## src/rtl/pwm_sr_pkg.sv

```systemverilog
package pwm_sr_pkg;

   // mapping of mask pairs onto the two outputs
   typedef enum logic {
      MAP_DIRECT  = 1'b0,
      MAP_SWAPPED = 1'b1
   } map_e;

   // fixed positions on the event bus
   localparam int unsigned EVT_PERIOD_BIT = 0;
   localparam int unsigned EVT_CMP_FIRST  = 1;
   localparam int unsigned EVT_CMP1_BIT   = EVT_CMP_FIRST + 0;
   localparam int unsigned EVT_CMP3_BIT   = EVT_CMP_FIRST + 2;

   // number of driven outputs
   localparam int unsigned N_OUT = 2;

endpackage

```

## src/rtl/sr_swap_cfg.sv

```systemverilog
module sr_swap_cfg
   import pwm_sr_pkg::*;
(
   input  logic clk_i,
   input  logic rst_ni,
   input  logic swap_req_i,
   input  logic preload_en_i,
   input  logic update_i,
   output map_e map_pre_o,
   output map_e map_act_o
);

   map_e pre_q;
   map_e act_q;
   map_e req;

   assign req = swap_req_i ? MAP_SWAPPED : MAP_DIRECT;

   always_ff @(posedge clk_i or negedge rst_ni) begin
      if (!rst_ni) begin
         pre_q <= MAP_DIRECT;
         act_q <= MAP_DIRECT;
      end else begin
         if (preload_en_i) begin
            pre_q <= req;
         end
         if (update_i) begin
            act_q <= pre_q;
         end
      end
   end

   assign map_pre_o = pre_q;
   assign map_act_o = act_q;

endmodule

```

## src/rtl/sr_out_cell.sv

```systemverilog
module sr_out_cell #(
   parameter int unsigned EVW = 8
) (
   input  logic           clk_i,
   input  logic           rst_ni,
   input  logic [EVW-1:0] evt_i,
   input  logic [EVW-1:0] set_sel_i,
   input  logic [EVW-1:0] clr_sel_i,
   output logic           q_o
);

   logic set_hit;
   logic clr_hit;
   logic q_q;
   logic q_d;

   assign set_hit = |(evt_i & set_sel_i);
   assign clr_hit = |(evt_i & clr_sel_i);

   // clearing dominates setting
   always_comb begin
      q_d = q_q;
      if (clr_hit) begin
         q_d = 1'b0;
      end else if (set_hit) begin
         q_d = 1'b1;
      end
   end

   always_ff @(posedge clk_i or negedge rst_ni) begin
      if (!rst_ni) begin
         q_q <= 1'b0;
      end else begin
         q_q <= q_d;
      end
   end

   assign q_o = q_q;

endmodule

```

## src/rtl/cmp_floor_chk.sv

```systemverilog
module cmp_floor_chk #(
   parameter int unsigned CMP_W    = 16,
   parameter int unsigned PSC_W    = 3,
   parameter int unsigned BASE_MIN = 96
) (
   input  logic [CMP_W-1:0] value_i,
   input  logic [PSC_W-1:0] psc_i,
   input  logic             zero_ok_i,
   output logic             bad_o
);

   logic [CMP_W-1:0] floor_v;
   logic             is_zero;
   logic             too_small;

   assign floor_v   = CMP_W'(BASE_MIN) >> psc_i;
   assign is_zero   = (value_i == '0);
   assign too_small = !is_zero && (value_i < floor_v);
   assign bad_o     = too_small || (is_zero && !zero_ok_i);

endmodule

```

## src/rtl/null_duty_qual.sv

```systemverilog
module null_duty_qual
   import pwm_sr_pkg::*;
#(
   parameter int unsigned EVW = 8
) (
   input  logic [EVW-1:0] set1_i,
   input  logic [EVW-1:0] rst1_i,
   input  logic [EVW-1:0] set2_i,
   input  logic [EVW-1:0] rst2_i,
   input  logic           cmp1_zero_i,
   input  logic           cmp3_zero_i,
   input  logic [1:0]     local_i,
   output logic           ok_o
);

   localparam logic [EVW-1:0] PERIOD_ONLY = EVW'(1) << EVT_PERIOD_BIT;
   localparam logic [EVW-1:0] RST_ALLOWED = (EVW'(1) << EVT_CMP1_BIT) |
                                            (EVW'(1) << EVT_CMP3_BIT);

   logic [EVW-1:0] set_m [N_OUT];
   logic [EVW-1:0] rst_m [N_OUT];
   logic [N_OUT-1:0] out_ok;

   assign set_m[0] = set1_i;
   assign set_m[1] = set2_i;
   assign rst_m[0] = rst1_i;
   assign rst_m[1] = rst2_i;

   for (genvar k = 0; k < N_OUT; k++) begin : g_out
      logic set_fit;
      logic rst_fit;
      logic loc_fit;
      assign set_fit = (set_m[k] == PERIOD_ONLY);
      assign rst_fit = (rst_m[k] != '0) && ((rst_m[k] & ~RST_ALLOWED) == '0);
      assign loc_fit = (!rst_m[k][EVT_CMP1_BIT] || local_i[0]) &&
                       (!rst_m[k][EVT_CMP3_BIT] || local_i[1]);
      assign out_ok[k] = set_fit && rst_fit && loc_fit;
   end

   assign ok_o = cmp1_zero_i && cmp3_zero_i && (&out_ok);

endmodule

```

## src/rtl/pwm_setreset_pair.sv

```systemverilog
module pwm_setreset_pair
   import pwm_sr_pkg::*;
#(
   parameter int unsigned NUM_CMP  = 4,
   parameter int unsigned NUM_EXT  = 3,
   parameter int unsigned CMP_W    = 16,
   parameter int unsigned PSC_W    = 3,
   parameter int unsigned BASE_MIN = 96,
   localparam int unsigned EVW     = 1 + NUM_CMP + NUM_EXT,
   localparam int unsigned CVW     = NUM_CMP * CMP_W
) (
   input  logic             clk_i,
   input  logic             rst_ni,
   input  logic [EVW-1:0]   evt_i,
   input  logic [EVW-1:0]   set1_mask_i,
   input  logic [EVW-1:0]   rst1_mask_i,
   input  logic [EVW-1:0]   set2_mask_i,
   input  logic [EVW-1:0]   rst2_mask_i,
   input  logic             swap_i,
   input  logic             preload_en_i,
   input  logic             update_i,
   input  logic [CVW-1:0]   cmp_vals_i,
   input  logic [1:0]       cmp_local_i,
   input  logic [PSC_W-1:0] psc_i,
   output logic             out1_o,
   output logic             out2_o,
   output logic             cfg_err_o
);

   // elaboration-time parameter checks
   if (NUM_CMP < 3) begin : g_bad_ncmp
      $error("pwm_setreset_pair: NUM_CMP must be at least 3");
   end
   if (PSC_W < 1) begin : g_bad_psc
      $error("pwm_setreset_pair: PSC_W must be at least 1");
   end
   if (BASE_MIN >= (1 << CMP_W)) begin : g_bad_min
      $error("pwm_setreset_pair: BASE_MIN does not fit CMP_W");
   end

   // swap preload / active copies
   map_e map_pre;
   map_e map_act;
   logic swap_viol;

   sr_swap_cfg u_cfg (
      .clk_i        (clk_i),
      .rst_ni       (rst_ni),
      .swap_req_i   (swap_i),
      .preload_en_i (preload_en_i),
      .update_i     (update_i),
      .map_pre_o    (map_pre),
      .map_act_o    (map_act)
   );

   // a request that the preload copy refuses to take
   assign swap_viol = !preload_en_i && (swap_i != (map_pre == MAP_SWAPPED));

   // crossbar ahead of the output flops
   logic [EVW-1:0] set_sel [N_OUT];
   logic [EVW-1:0] clr_sel [N_OUT];
   logic [N_OUT-1:0] out_q;

   always_comb begin
      if (map_act == MAP_SWAPPED) begin
         set_sel[0] = set2_mask_i;
         clr_sel[0] = rst2_mask_i;
         set_sel[1] = set1_mask_i;
         clr_sel[1] = rst1_mask_i;
      end else begin
         set_sel[0] = set1_mask_i;
         clr_sel[0] = rst1_mask_i;
         set_sel[1] = set2_mask_i;
         clr_sel[1] = rst2_mask_i;
      end
   end

   for (genvar k = 0; k < N_OUT; k++) begin : g_cell
      sr_out_cell #(
         .EVW (EVW)
      ) u_cell (
         .clk_i     (clk_i),
         .rst_ni    (rst_ni),
         .evt_i     (evt_i),
         .set_sel_i (set_sel[k]),
         .clr_sel_i (clr_sel[k]),
         .q_o       (out_q[k])
      );
   end

   assign out1_o = out_q[0];
   assign out2_o = out_q[1];

   // compare value checks
   logic [CMP_W-1:0]   cmp_v [NUM_CMP];
   logic [NUM_CMP-1:0] zero_ok;
   logic [NUM_CMP-1:0] cmp_bad;
   logic               null_ok;

   for (genvar i = 0; i < NUM_CMP; i++) begin : g_cmp
      assign cmp_v[i] = cmp_vals_i[i*CMP_W +: CMP_W];
   end

   null_duty_qual #(
      .EVW (EVW)
   ) u_null (
      .set1_i      (set1_mask_i),
      .rst1_i      (rst1_mask_i),
      .set2_i      (set2_mask_i),
      .rst2_i      (rst2_mask_i),
      .cmp1_zero_i (cmp_v[0] == '0),
      .cmp3_zero_i (cmp_v[2] == '0),
      .local_i     (cmp_local_i),
      .ok_o        (null_ok)
   );

   for (genvar i = 0; i < NUM_CMP; i++) begin : g_floor
      if (i == 0 || i == 2) begin : g_zero_exempt
         assign zero_ok[i] = null_ok;
      end else begin : g_zero_banned
         assign zero_ok[i] = 1'b0;
      end

      cmp_floor_chk #(
         .CMP_W    (CMP_W),
         .PSC_W    (PSC_W),
         .BASE_MIN (BASE_MIN)
      ) u_floor (
         .value_i   (cmp_v[i]),
         .psc_i     (psc_i),
         .zero_ok_i (zero_ok[i]),
         .bad_o     (cmp_bad[i])
      );
   end

   // registered error flag
   logic err_q;

   always_ff @(posedge clk_i or negedge rst_ni) begin
      if (!rst_ni) begin
         err_q <= 1'b0;
      end else begin
         err_q <= (|cmp_bad) || swap_viol;
      end
   end

   assign cfg_err_o = err_q;

endmodule

```

## config.mk

```make
export PLATFORM = sky130hd
export DESIGN_NAME = pwm_setreset_pair
export DESIGN_NICKNAME = d
export VERILOG_FILES = /design/src/rtl/pwm_sr_pkg.sv /design/src/rtl/sr_swap_cfg.sv /design/src/rtl/sr_out_cell.sv /design/src/rtl/cmp_floor_chk.sv /design/src/rtl/null_duty_qual.sv /design/src/rtl/pwm_setreset_pair.sv
export SDC_FILE = /design/constraint.sdc
export NUM_CORES = 1
export LEC_CHECK = 0
export ABC_AREA = 0
export CAP_MARGIN = 20
export CELL_PAD_IN_SITES_DETAIL_PLACEMENT = 0
export CELL_PAD_IN_SITES_GLOBAL_PLACEMENT = 2
export CORE_MARGIN = 2
export CORE_UTILIZATION = 19
export CTS_CLUSTER_SIZE = 28
export DETAILED_ROUTE_END_ITERATION = 8
export GPL_TIMING_DRIVEN = 0
export PLACE_DENSITY = 0.94
export SETUP_SLACK_MARGIN = 0.02
export SLEW_MARGIN = 15
export SYNTH_ARGS = -nofsm -noshare
export SYNTH_HDL_FRONTEND = slang
export SYNTH_SLANG_ARGS = --single-unit
```

## constraint.sdc

```tcl
create_clock -name clk_i -period 2.5 [get_ports clk_i]
set_clock_uncertainty 0.2 [all_clocks]
set_input_delay 0.5 -clock clk_i [delete_from_list [all_inputs] [get_ports clk_i]]
set_output_delay 0.5 -clock clk_i [all_outputs]
set_load 0.1 [all_outputs]
```

# After elaboration in Yosys (flattened, before gate mapping)

Index checks and enable logic that the tools add are counted.

$add $sub $neg: 0
$mul: 0
Div/mod/pow operators: 0
Magnitude comparators: 4
Eq/ne operators: 3
Shift operators: 1
Multiplexer cells: 7
Bitwise logic cells: 4
Reductions and logical operators: 52

Operators by type and width:

| cell                 | number |
|---|---|
| $logic_not 16->1     | 4 |
| $lt 16x16->1         | 4 |
| $and 8x8->8          | 4 |
| $mux 16              | 2 |
| $reduce_or 8->1      | 4 |
| $logic_and 1x1->1    | 17 |
| $eq 8x1->1 const B   | 2 |
| $logic_not 8->1      | 2 |
| $reduce_bool 8->1    | 2 |
| $shr 7x3->16 const A | 1 |
| $logic_not 1->1      | 10 |
| $logic_or 1x1->1     | 9 |
| $mux 1               | 5 |
| $reduce_bool 2->1    | 2 |
| $reduce_or 4->1      | 1 |
| $reduce_and 2->1     | 1 |
| $ne 1x1->1           | 1 |

Flip-flop bits (word level): 5
Latch bits: 0
Bits in writable memories: 0
Memory bits (read-only): 0
Input port bits: 114
Output and inout bits: 3
Logic and storage cells: 76
Memories kept: 0

# Depth between registers and ports, before layout

Gate-level depths: netlist (run 1).

Depth in word-level cells: 11
Depth in mapped cells: 10
Gate-level depth less buffers: 9

# Hierarchy

Synthesis (run 1) repeated with hierarchy kept, for this count alone.

Cell total of the unflattened synthesis: 232
Area total of the unflattened synthesis: 2110.8 um^2

Modules (own cells, without submodules):

| module            | instances | cells each | area an instance (um^2) | seq. area each (um^2) |
|---|---|---|---|---|
| cmp_floor_chk     | 4         | 34         | 259.0                   | 0.0 |
| pwm_setreset_pair | 1         | 51         | 660.6                   | 25.0 |
| sr_out_cell       | 2         | 13         | 106.4                   | 25.0 |
| null_duty_qual    | 1         | 15         | 125.1                   | 0.0 |
| sr_swap_cfg       | 1         | 4          | 76.3                    | 50.0 |

# Worst setup path after synthesis (run 1)

OpenSTA, ideal clock, no wires.

Path type: input-to-reg
Start point: input psc_i[2]
End point: register err_q (netlist: cfg_err_o)
Library setup time: 0.071 ns
Arrival time: 2.259 ns
Data required time: 2.229 ns
Setup slack: -0.030 ns
Stages on the path: 9
Buffers on the path: 2
Cell sequence: buf_6 buf_4 or2_2 ha_1 a21o_1 a211o_1 nor4b_1 o211ai_1 nand4_1

Longest elaborated chain between the ends: 6
Elaborated cells between the ends (all ways): 15
Classes of those cells: order compare (4); shift (1); reduce/logical (10)

RTL lines:

| element              | RTL line                 | text |
|---|---|---|
| start, declared      | pwm_setreset_pair.sv:24  | `input logic [PSC_W-1:0] psc_i,` |
| $shr 7x3->16 *       | cmp_floor_chk.sv:16      | `assign floor_v = CMP_W'(BASE_MIN) >> psc_i;` |
| $lt 16x16->1         | cmp_floor_chk.sv:18      | `assign too_small = !is_zero && (value_i < floor_v);` |
| $logic_and 1x1->1    | cmp_floor_chk.sv:18      |  |
| $logic_or 1x1->1     | cmp_floor_chk.sv:19      | `assign bad_o = too_small \|\| (is_zero && !zero_ok_i);` |
| $reduce_or 4->1 *    | pwm_setreset_pair.sv:143 | `err_q <= (\|cmp_bad) \|\| swap_viol;` |
| $logic_or 1x1->1 *   | pwm_setreset_pair.sv:143 |  |
| end signal, assigned | pwm_setreset_pair.sv:143 |  |
| end, declared        | pwm_setreset_pair.sv:137 | `logic err_q;` |

Every way passes the cells marked *; elsewhere a longest branch is shown, timed or not.
A chain may end at the register's enable or synchronous reset.

# Worst setup path after layout (run 1)

Start point: register g_cell[1].u_cell.q_q
End point: output out2_o

RTL lines:

| element                | RTL line                | text |
|---|---|---|
| start, declared        | sr_out_cell.sv:14       | `logic q_q;` |
| start signal, assigned | sr_out_cell.sv:34       | `q_q <= q_d;` |
| end, declared          | pwm_setreset_pair.sv:26 | `output logic out2_o,` |

No word-level cell between the ends.

==> implementation parameters, run 1 <==
Parameter                              Value

Timing
  Unrepaired setup endpoints after global routing ... no
  Number of max-slew violations in the final report ... 0
  Minimum clock period ... 2.44 ns
  Final number of hold-violating endpoints ... 0
  Setup violators final ... 0
  Highest clock rate ... 410 MHz
  Final-layout worst hold slack ... 0.303 ns
  Ratio of final minimum period to clock period ... 0.975
  Final worst slack ... 0.0617 ns
  Worst-Margin Slew ... 0.976 ns
  Max transition margin ... 0.347

Route
  Vias post-DR ... 2066
  First-iteration detailed-routing DRC count ... 49
  Wire per inst ... 15.6 um
  Antenna Violating Nets Remaining ... 0
  Detailed Routing Iterations Pass 1 ... 4
  Routed Wire Length ... 6.51 mm
  Total DRC errors in the routed layout ... 0
  Average vias per placed instance ... 4.94

Yosys
  Leading cell types by total area after synthesis ... sky130_fd_sc_hd__mux2_2 19%, sky130_fd_sc_hd__ha_1 18%, sky130_fd_sc_hd__dfrtp_1 7.4%
  Yosys warns ... 0
  Share of flip-flops with an asynchronous set or reset ... 1.00
  Synthesized net count ... 328
  Portion of the post-synthesis area used by sequential elements ... 0.0740
  Synthesized area per cell ... 8.90 sq um
  Biggest area consumer among synthesized cells ... sky130_fd_sc_hd__mux2_2
  Post-synthesis instance total ... 190
  Distinct cells, synth ... 54
  Primary flip-flop cell chosen by synthesis mapping ... sky130_fd_sc_hd__dfrtp_1
  EDFF count, synth ... 0
  Post-synth design cell area ... 1690 sq um
  Share of Yosys cell area claimed by the top area cell type ... 0.187
  Synthesized flop and latch total ... 5

Global routing
  Largest net degree at the start of global routing ... 11
  Vias in the first global route ... 2134
  Gr usage total ... 0.129
  Congestion Overflow GR ... 0
  Initial antenna violation count ... 0
  Wire length of the first global-routing pass ... 10.3 mm

Placed design
  Port Buffers ... 115
  Place WS ... -0.812 ns
  Placed wire-length estimate ... 5.58 mm
  Cell Area, Placed ... 2990 sq um
  Final Wtd Congestion ... 0.854

Pwr
  Relative contribution of sequential cells to total power ... 0.120
  Switching Share ... 0.352
  Total net switching power ... 0.289 mW
  Lkg Pwr ... 1.12 nW
  Highest ir drop seen on vdd ... 151 uV
  Clock power share ... 0.185
  Total power ... 0.821 mW
  Part of the total power dissipated in combinational logic ... 0.695
  Internal Dissipation ... 0.532 mW
  Power density over the cells ... 265 nW/um^2

Floorplanning
  Effective utilization at floorplan ... 0.195
  Floorplan die area ... 9670 sq um
  Count of boundary I/O pins ... 117
  Placeable core area ... 8680 sq um
  Row cnt ... 34
  Die width ... 98.3 um
  Die extent in y ... 98.3 um

Clock network
  Maximum root-to-sink buffer count ... 2
  TritonCTS buffer count ... 3
  Clock Sinks ... 5
  Number of H-tree levels ... 1
  Cell chosen for the clock root ... sky130_fd_sc_hd__clkbuf_8
  Count of hold-fix buffers inserted at cts ... 0
  Insertion delay to the later sink of the worst-skew pair ... 0.22 ns
  Clock transition at the registers of the reported paths ... 0.04 ns
  Clock tree from TritonCTS ... done

Layout
  Final instance area ... 3100 sq um
  Fillcell total ... 886
  Synth-to-Final Area Change ... 83.3%
  Net count reported at finish ... 449
  Final antenna diode count ... 0
  Share of post-route cells with drive strength above 1 ... 0.197

Worst setup path
  Source of the worst register-to-register timing path ... u_cfg.map_act_o$_DFFE_PN0P_
  Critical-path cell with the highest stage delay ... sky130_fd_sc_hd__clkdlybuf4s50_1
  CP startpoint kind ... flop
  Sequence of cells on the critical path ... clkdlybuf4s50_1
  Gate family responsible for the most delay along the worst path ... buffers and inverters
  Largest fanout on the critical path ... 2
  Sum of buffers and inverters on the critical path ... 1
  CP Launch Point ... g_cell[1].u_cell.q_o$_DFFE_PN0P_
  Endpoint type of the worst setup path ... primary output
  CP Data Required Time ... 1.80 ns
  Critical path's largest stage delay ... 1.15 ns
  Arrival time at the worst endpoint ... 1.74 ns
  Category of the most critical setup path ... reg2out

Run
  Max-cap violation count ... 0

Outcome
  Run status ... completed

Hold path
  Tightest Hold Check Type ... in2async
## area by class of cell
class | count | area, sq um | area share
sequential | 5 | 125 | 0.0404
tap | 108 | 135 | 0.0436
timing repair buffer | 116 | 1150 | 0.372
clock buffer | 4 | 45.0 | 0.0145
buffer | 5 | 40.0 | 0.0129
multi-input combinational | 175 | 1580 | 0.510
inverter | 5 | 18.8 | 0.00606
## power by group through the flow
stage / Clock (mW) / Sequential (mW) / Combinational (mW)
global placement: 0 / 0.0991 / 0.545
detailed placement: 0 / 0.0991 / 0.555
floorplan: 0 / 0.132 / 0.248
global route: 0.159 / 0.0994 / 0.618
CTS: 0.154 / 0.0983 / 0.568
finish: 0.152 / 0.0985 / 0.571
## what timing repair did
item                                    CTS  global route
pin swaps                                 3             3
gates resized for setup                  12             9
setup buffers                             1             0
endpoints found under the setup margin    1             1
## routing by layer
layer / vias to the layer above / global-route usage / share of wire / wire length (um)
li1: 1039 / - / - / -
met1: 935 / 0.172 / 0.46 / 3000
met2: 90 / 0.228 / 0.47 / 3040
met3: 2 / 0.0236 / 0.066 / 431
met4: 0 / 0.00738 / 0.0040 / 26
met5: - / 0 / 0 / 0
## through the flow
step	setup TNS (ns)	util	cells
6_report	0	0.357	418
5_1_grt	0	0.357	418
3_5_place_dp	-0.812	0.344	413
2_1_floorplan	0	-	190
3_3_place_gp	-0.769	0.344	413
4_1_cts	0	0.354	418
## worst reg2reg max path, stage by stage, from the launching register on
cell and delay (ns):
sky130_fd_sc_hd__dfrtp_1 0.42, sky130_fd_sc_hd__buf_6 0.19, sky130_fd_sc_hd__mux2_4 0.31, sky130_fd_sc_hd__a22o_1 0.25, sky130_fd_sc_hd__a221oi_1 0.26, sky130_fd_sc_hd__nand3_1 0.13, sky130_fd_sc_hd__a21oi_1 0.15
## cells in the mapped netlist (4+ instances only)
cell type,instances
sky130_fd_sc_hd__nor4_1,17
sky130_fd_sc_hd__a21oi_1,6
sky130_fd_sc_hd__nor3_1,6
sky130_fd_sc_hd__ha_1,24
sky130_fd_sc_hd__nor2_1,10
sky130_fd_sc_hd__o21ai_0,5
sky130_fd_sc_hd__a221oi_1,4
sky130_fd_sc_hd__inv_1,5
sky130_fd_sc_hd__a22oi_1,6
sky130_fd_sc_hd__nand2_1,7
sky130_fd_sc_hd__dfrtp_1,5
sky130_fd_sc_hd__nand3_1,4
sky130_fd_sc_hd__mux2_2,28
sky130_fd_sc_hd__a22o_1,4
## cells by family (layout without fill, tap and decap cells)
logic type,count (synthesis),count (layout),synth area share
adders and majority gates,24,24,0.178
buffers and inverters,10,130,0.0348
DFF,5,5,0.0740
AOI/OAI and AO/OA,48,48,0.223
and+or+nand+nor,67,67,0.249
xor gates and xnor gates,1,1,0.00518
muxes,35,35,0.237
## flip-flops by register name (all words and copies together) (netlist names)
name               cells
u_cfg.map_pre_o        1
cfg_err_o              1
u_cfg.map_act_o        1
g_cell.u_cell.q_o      2
## final timing paths
check	end	slack (ns)	depth (start not counted)
hold / removal	g_cell[1].u_cell.q_o$_DFFE_PN0P_	0.30	1
hold reg to reg	u_cfg.map_act_o$_DFFE_PN0P_	0.38	1
max in group asynchronous	cfg_err_o$_DFF_PN0_	1.60	1
setup reg to reg	g_cell[0].u_cell.q_o$_DFFE_PN0P_	0.50	6
min in group clk_i	u_cfg.map_act_o$_DFFE_PN0P_	0.38	1
setup / recovery	out2_o	0.06	1
## cells in the final DEF (no fill, tap or decap), types with 3 or more instances in the layout
cell,count
sky130_fd_sc_hd__clkdlybuf4s50_1,113
sky130_fd_sc_hd__nor4_2,3
sky130_fd_sc_hd__buf_2,3
sky130_fd_sc_hd__mux2_2,28
sky130_fd_sc_hd__nor2_1,10
sky130_fd_sc_hd__a22oi_1,6
sky130_fd_sc_hd__o2111ai_1,3
sky130_fd_sc_hd__nand3b_1,3
sky130_fd_sc_hd__nand2_1,7
sky130_fd_sc_hd__nand4b_1,3
sky130_fd_sc_hd__ha_1,23
sky130_fd_sc_hd__nor3_1,5
sky130_fd_sc_hd__a21oi_1,6
sky130_fd_sc_hd__nor4_1,14
sky130_fd_sc_hd__a22o_1,4
sky130_fd_sc_hd__inv_1,3
sky130_fd_sc_hd__nand3_1,4
sky130_fd_sc_hd__o21ai_0,4
sky130_fd_sc_hd__dfrtp_1,5
sky130_fd_sc_hd__clkbuf_8,3
sky130_fd_sc_hd__a221oi_1,3
(Power assumes the default switching activity.)
==> run 2: changes to the inputs <==
--- a/config.mk
+++ b/config.mk
@@ -11,6 +11,7 @@
 export CELL_PAD_IN_SITES_GLOBAL_PLACEMENT = 2
 export CORE_MARGIN = 2
 export CORE_UTILIZATION = 19
+export CTS_BUF_LIST = sky130_fd_sc_hd__clkbuf_2 sky130_fd_sc_hd__clkbuf_4 sky130_fd_sc_hd__clkbuf_8
 export CTS_CLUSTER_SIZE = 28
 export DETAILED_ROUTE_END_ITERATION = 8
 export GPL_TIMING_DRIVEN = 0
==> constraint.sdc (replaced) <==
create_clock -name clk_i -period 2.5 [get_ports clk_i]
set_clock_uncertainty 0.2 [all_clocks]
set_input_delay 0.25 -clock clk_i [delete_from_list [all_inputs] [get_ports clk_i]]
set_output_delay 0.25 -clock clk_i [all_outputs]
set_load 0.1 [all_outputs]
==> implementation parameters, run 2 (synthesis gave the netlist of run 1 again) <==
Parameter                              Value

Clock network
  Cell chosen for the clock root ... sky130_fd_sc_hd__clkbuf_8
  Insertion delay to the later sink of the worst-skew pair ... 0.22 ns
  Clock tree from TritonCTS ... done
  Clock transition at the registers of the reported paths ... 0.04 ns
  Count of hold-fix buffers inserted at cts ... 0
  Clock Sinks ... 5
  TritonCTS buffer count ... 3
  Maximum root-to-sink buffer count ... 2
  Number of H-tree levels ... 1

Timing
  Highest clock rate ... 446 MHz
  Final-layout worst hold slack ... 0.0450 ns
  Final worst slack ... 0.257 ns
  Number of max-slew violations in the final report ... 0
  Final number of hold-violating endpoints ... 0
  Max transition margin ... 0.350
  Worst-Margin Slew ... 0.972 ns
  Setup violators final ... 0
  Ratio of final minimum period to clock period ... 0.897
  Unrepaired setup endpoints after global routing ... no
  Minimum clock period ... 2.24 ns

Placed design
  Placed wire-length estimate ... 5.50 mm
  Port Buffers ... 115
  Final Wtd Congestion ... 0.819
  Place WS ... -0.558 ns

Layout
  Commonest cells after routing, fill and taps aside ... 113 x sky130_fd_sc_hd__clkdlybuf4s50_1, 28 x sky130_fd_sc_hd__mux2_2, 23 x sky130_fd_sc_hd__ha_1
  Largest register FFs ... 2
  Final antenna diode count ... 0
  Footprint of the multi-input gates ... 1540 sq um
  Register cell area after layout ... 125 sq um
  Net count reported at finish ... 449
  Share of post-route cells with drive strength above 1 ... 0.174
  Synth-to-Final Area Change ... 81.3%
  Most common cell after layout, fill and taps aside ... sky130_fd_sc_hd__clkdlybuf4s50_1
  Fillcell total ... 911

Global routing
  Gr usage total ... 0.127
  Initial antenna violation count ... 0
  Vias in the first global route ... 2189
  Congestion Overflow GR ... 0
  Wire length of the first global-routing pass ... 10.3 mm
  Largest net degree at the start of global routing ... 11

Floorplanning
  Count of boundary I/O pins ... 117
  Floorplan die area ... 9670 sq um
  Placeable core area ... 8680 sq um
  Effective utilization at floorplan ... 0.195
  Die width ... 98.3 um
  Row cnt ... 34
  Die extent in y ... 98.3 um

Route
  Antenna Violating Nets Remaining ... 0
  Wire per inst ... 15.1 um
  Vias post-DR ... 2105
  Average vias per placed instance ... 5.04
  Detailed Routing Iterations Pass 1 ... 4
  Routed Wire Length ... 6.32 mm
  Total DRC errors in the routed layout ... 0
  First-iteration detailed-routing DRC count ... 74

Run
  Max-cap violation count ... 0

Worst setup path
  CP Data Required Time ... 2.44 ns
  Critical-path cell with the highest stage delay ... sky130_fd_sc_hd__or2_2
  CP Launch Point ... psc_i[2]
  Category of the most critical setup path ... in2reg
  Critical path's largest stage delay ... 0.36 ns
  Largest fanout on the critical path ... 10
  Source of the worst register-to-register timing path ... u_cfg.map_act_o$_DFFE_PN0P_
  Sequence of cells on the critical path ... buf_6 > buf_4 > or2_2 > ha_1 > a21o_1 > a211o_1 > nor4b_2 > o211ai_1 > nand4_1
  Arrival time at the worst endpoint ... 2.19 ns
  CP startpoint kind ... input pin
  Endpoint type of the worst setup path ... flop
  R2R cell count ... 5
  R2R setup slack ... 0.52 ns

Hold path
  Tightest Hold Check Type ... in2async

Pwr
  Lkg Pwr ... 1.12 nW
  Total power ... 0.810 mW
  Power density over the cells ... 264 nW/um^2
  Highest ir drop seen on vdd ... 122 uV

Outcome
  Run status ... completed
[run 2: what timing repair did]
item / CTS / global route
resized for setup: 7 / 1
setup buffers: 1 / 0
pin swaps: 3 / 1
endpoints found under the setup margin: 1 / 1
[run 2: routing by layer]
layer  vias up  routed length (um)  track usage
met5         -                   0            0
met4         0                  28       0.0179
met3         2                 412       0.0157
met2        84                3060        0.229
met1       984                2810        0.164
li1       1035                   -            -
[run 2: worst paths after layout]
| path | to |
|---|---|
| worst max register to register | g_cell[0].u_cell.q_o$_DFFE_PN0P_ |
| worst min-delay path | u_cfg.map_act_o$_DFFE_PN0P_ |
| max in group asynchronous | u_cfg.map_pre_o$_DFFE_PN0P_ |
| worst min register to register | u_cfg.map_act_o$_DFFE_PN0P_ |
| min in group clk_i | u_cfg.map_act_o$_DFFE_PN0P_ |
| worst max-delay path | cfg_err_o$_DFF_PN0_ |
[run 2: final cells by class]
class	count	share of cell area
buffer	5	0.0131
inverter	5	0.00612
tap	108	0.0441
clock inverter	1	0.00163
clock buffer	3	0.0135
timing repair buffer	116	0.379
multi-input combinational	175	0.502
sequential	5	0.0408
[run 2: report_power, final]
group | total [mW] | internal [mW] | switching (mW)
registers | 0.0987 | 0.0902 | 0.00845
clock network | 0.148 | 0.107 | 0.0408
logic | 0.563 | 0.329 | 0.234
[run 2: critical path: cells and delay by family]
family / cells / cell delay [ns]
and+or+nand+nor: 3 / 0.71
AOI/OAI and AO/OA: 3 / 0.63
adders and majority gates: 1 / 0.32
buffers and inverters: 2 / 0.27
[run 2: metrics by stage]
step                      setup TNS [ns]  cell area, sq um  utilization  instances
after floorplan                        0              1690            -        190
after detailed placement          -0.558              2980        0.343        413
after global placement            -0.487              2980        0.343        413
after global routing                   0              3060        0.353        418
after CTS                              0              3060        0.353        418
final                                  0              3060        0.353        418
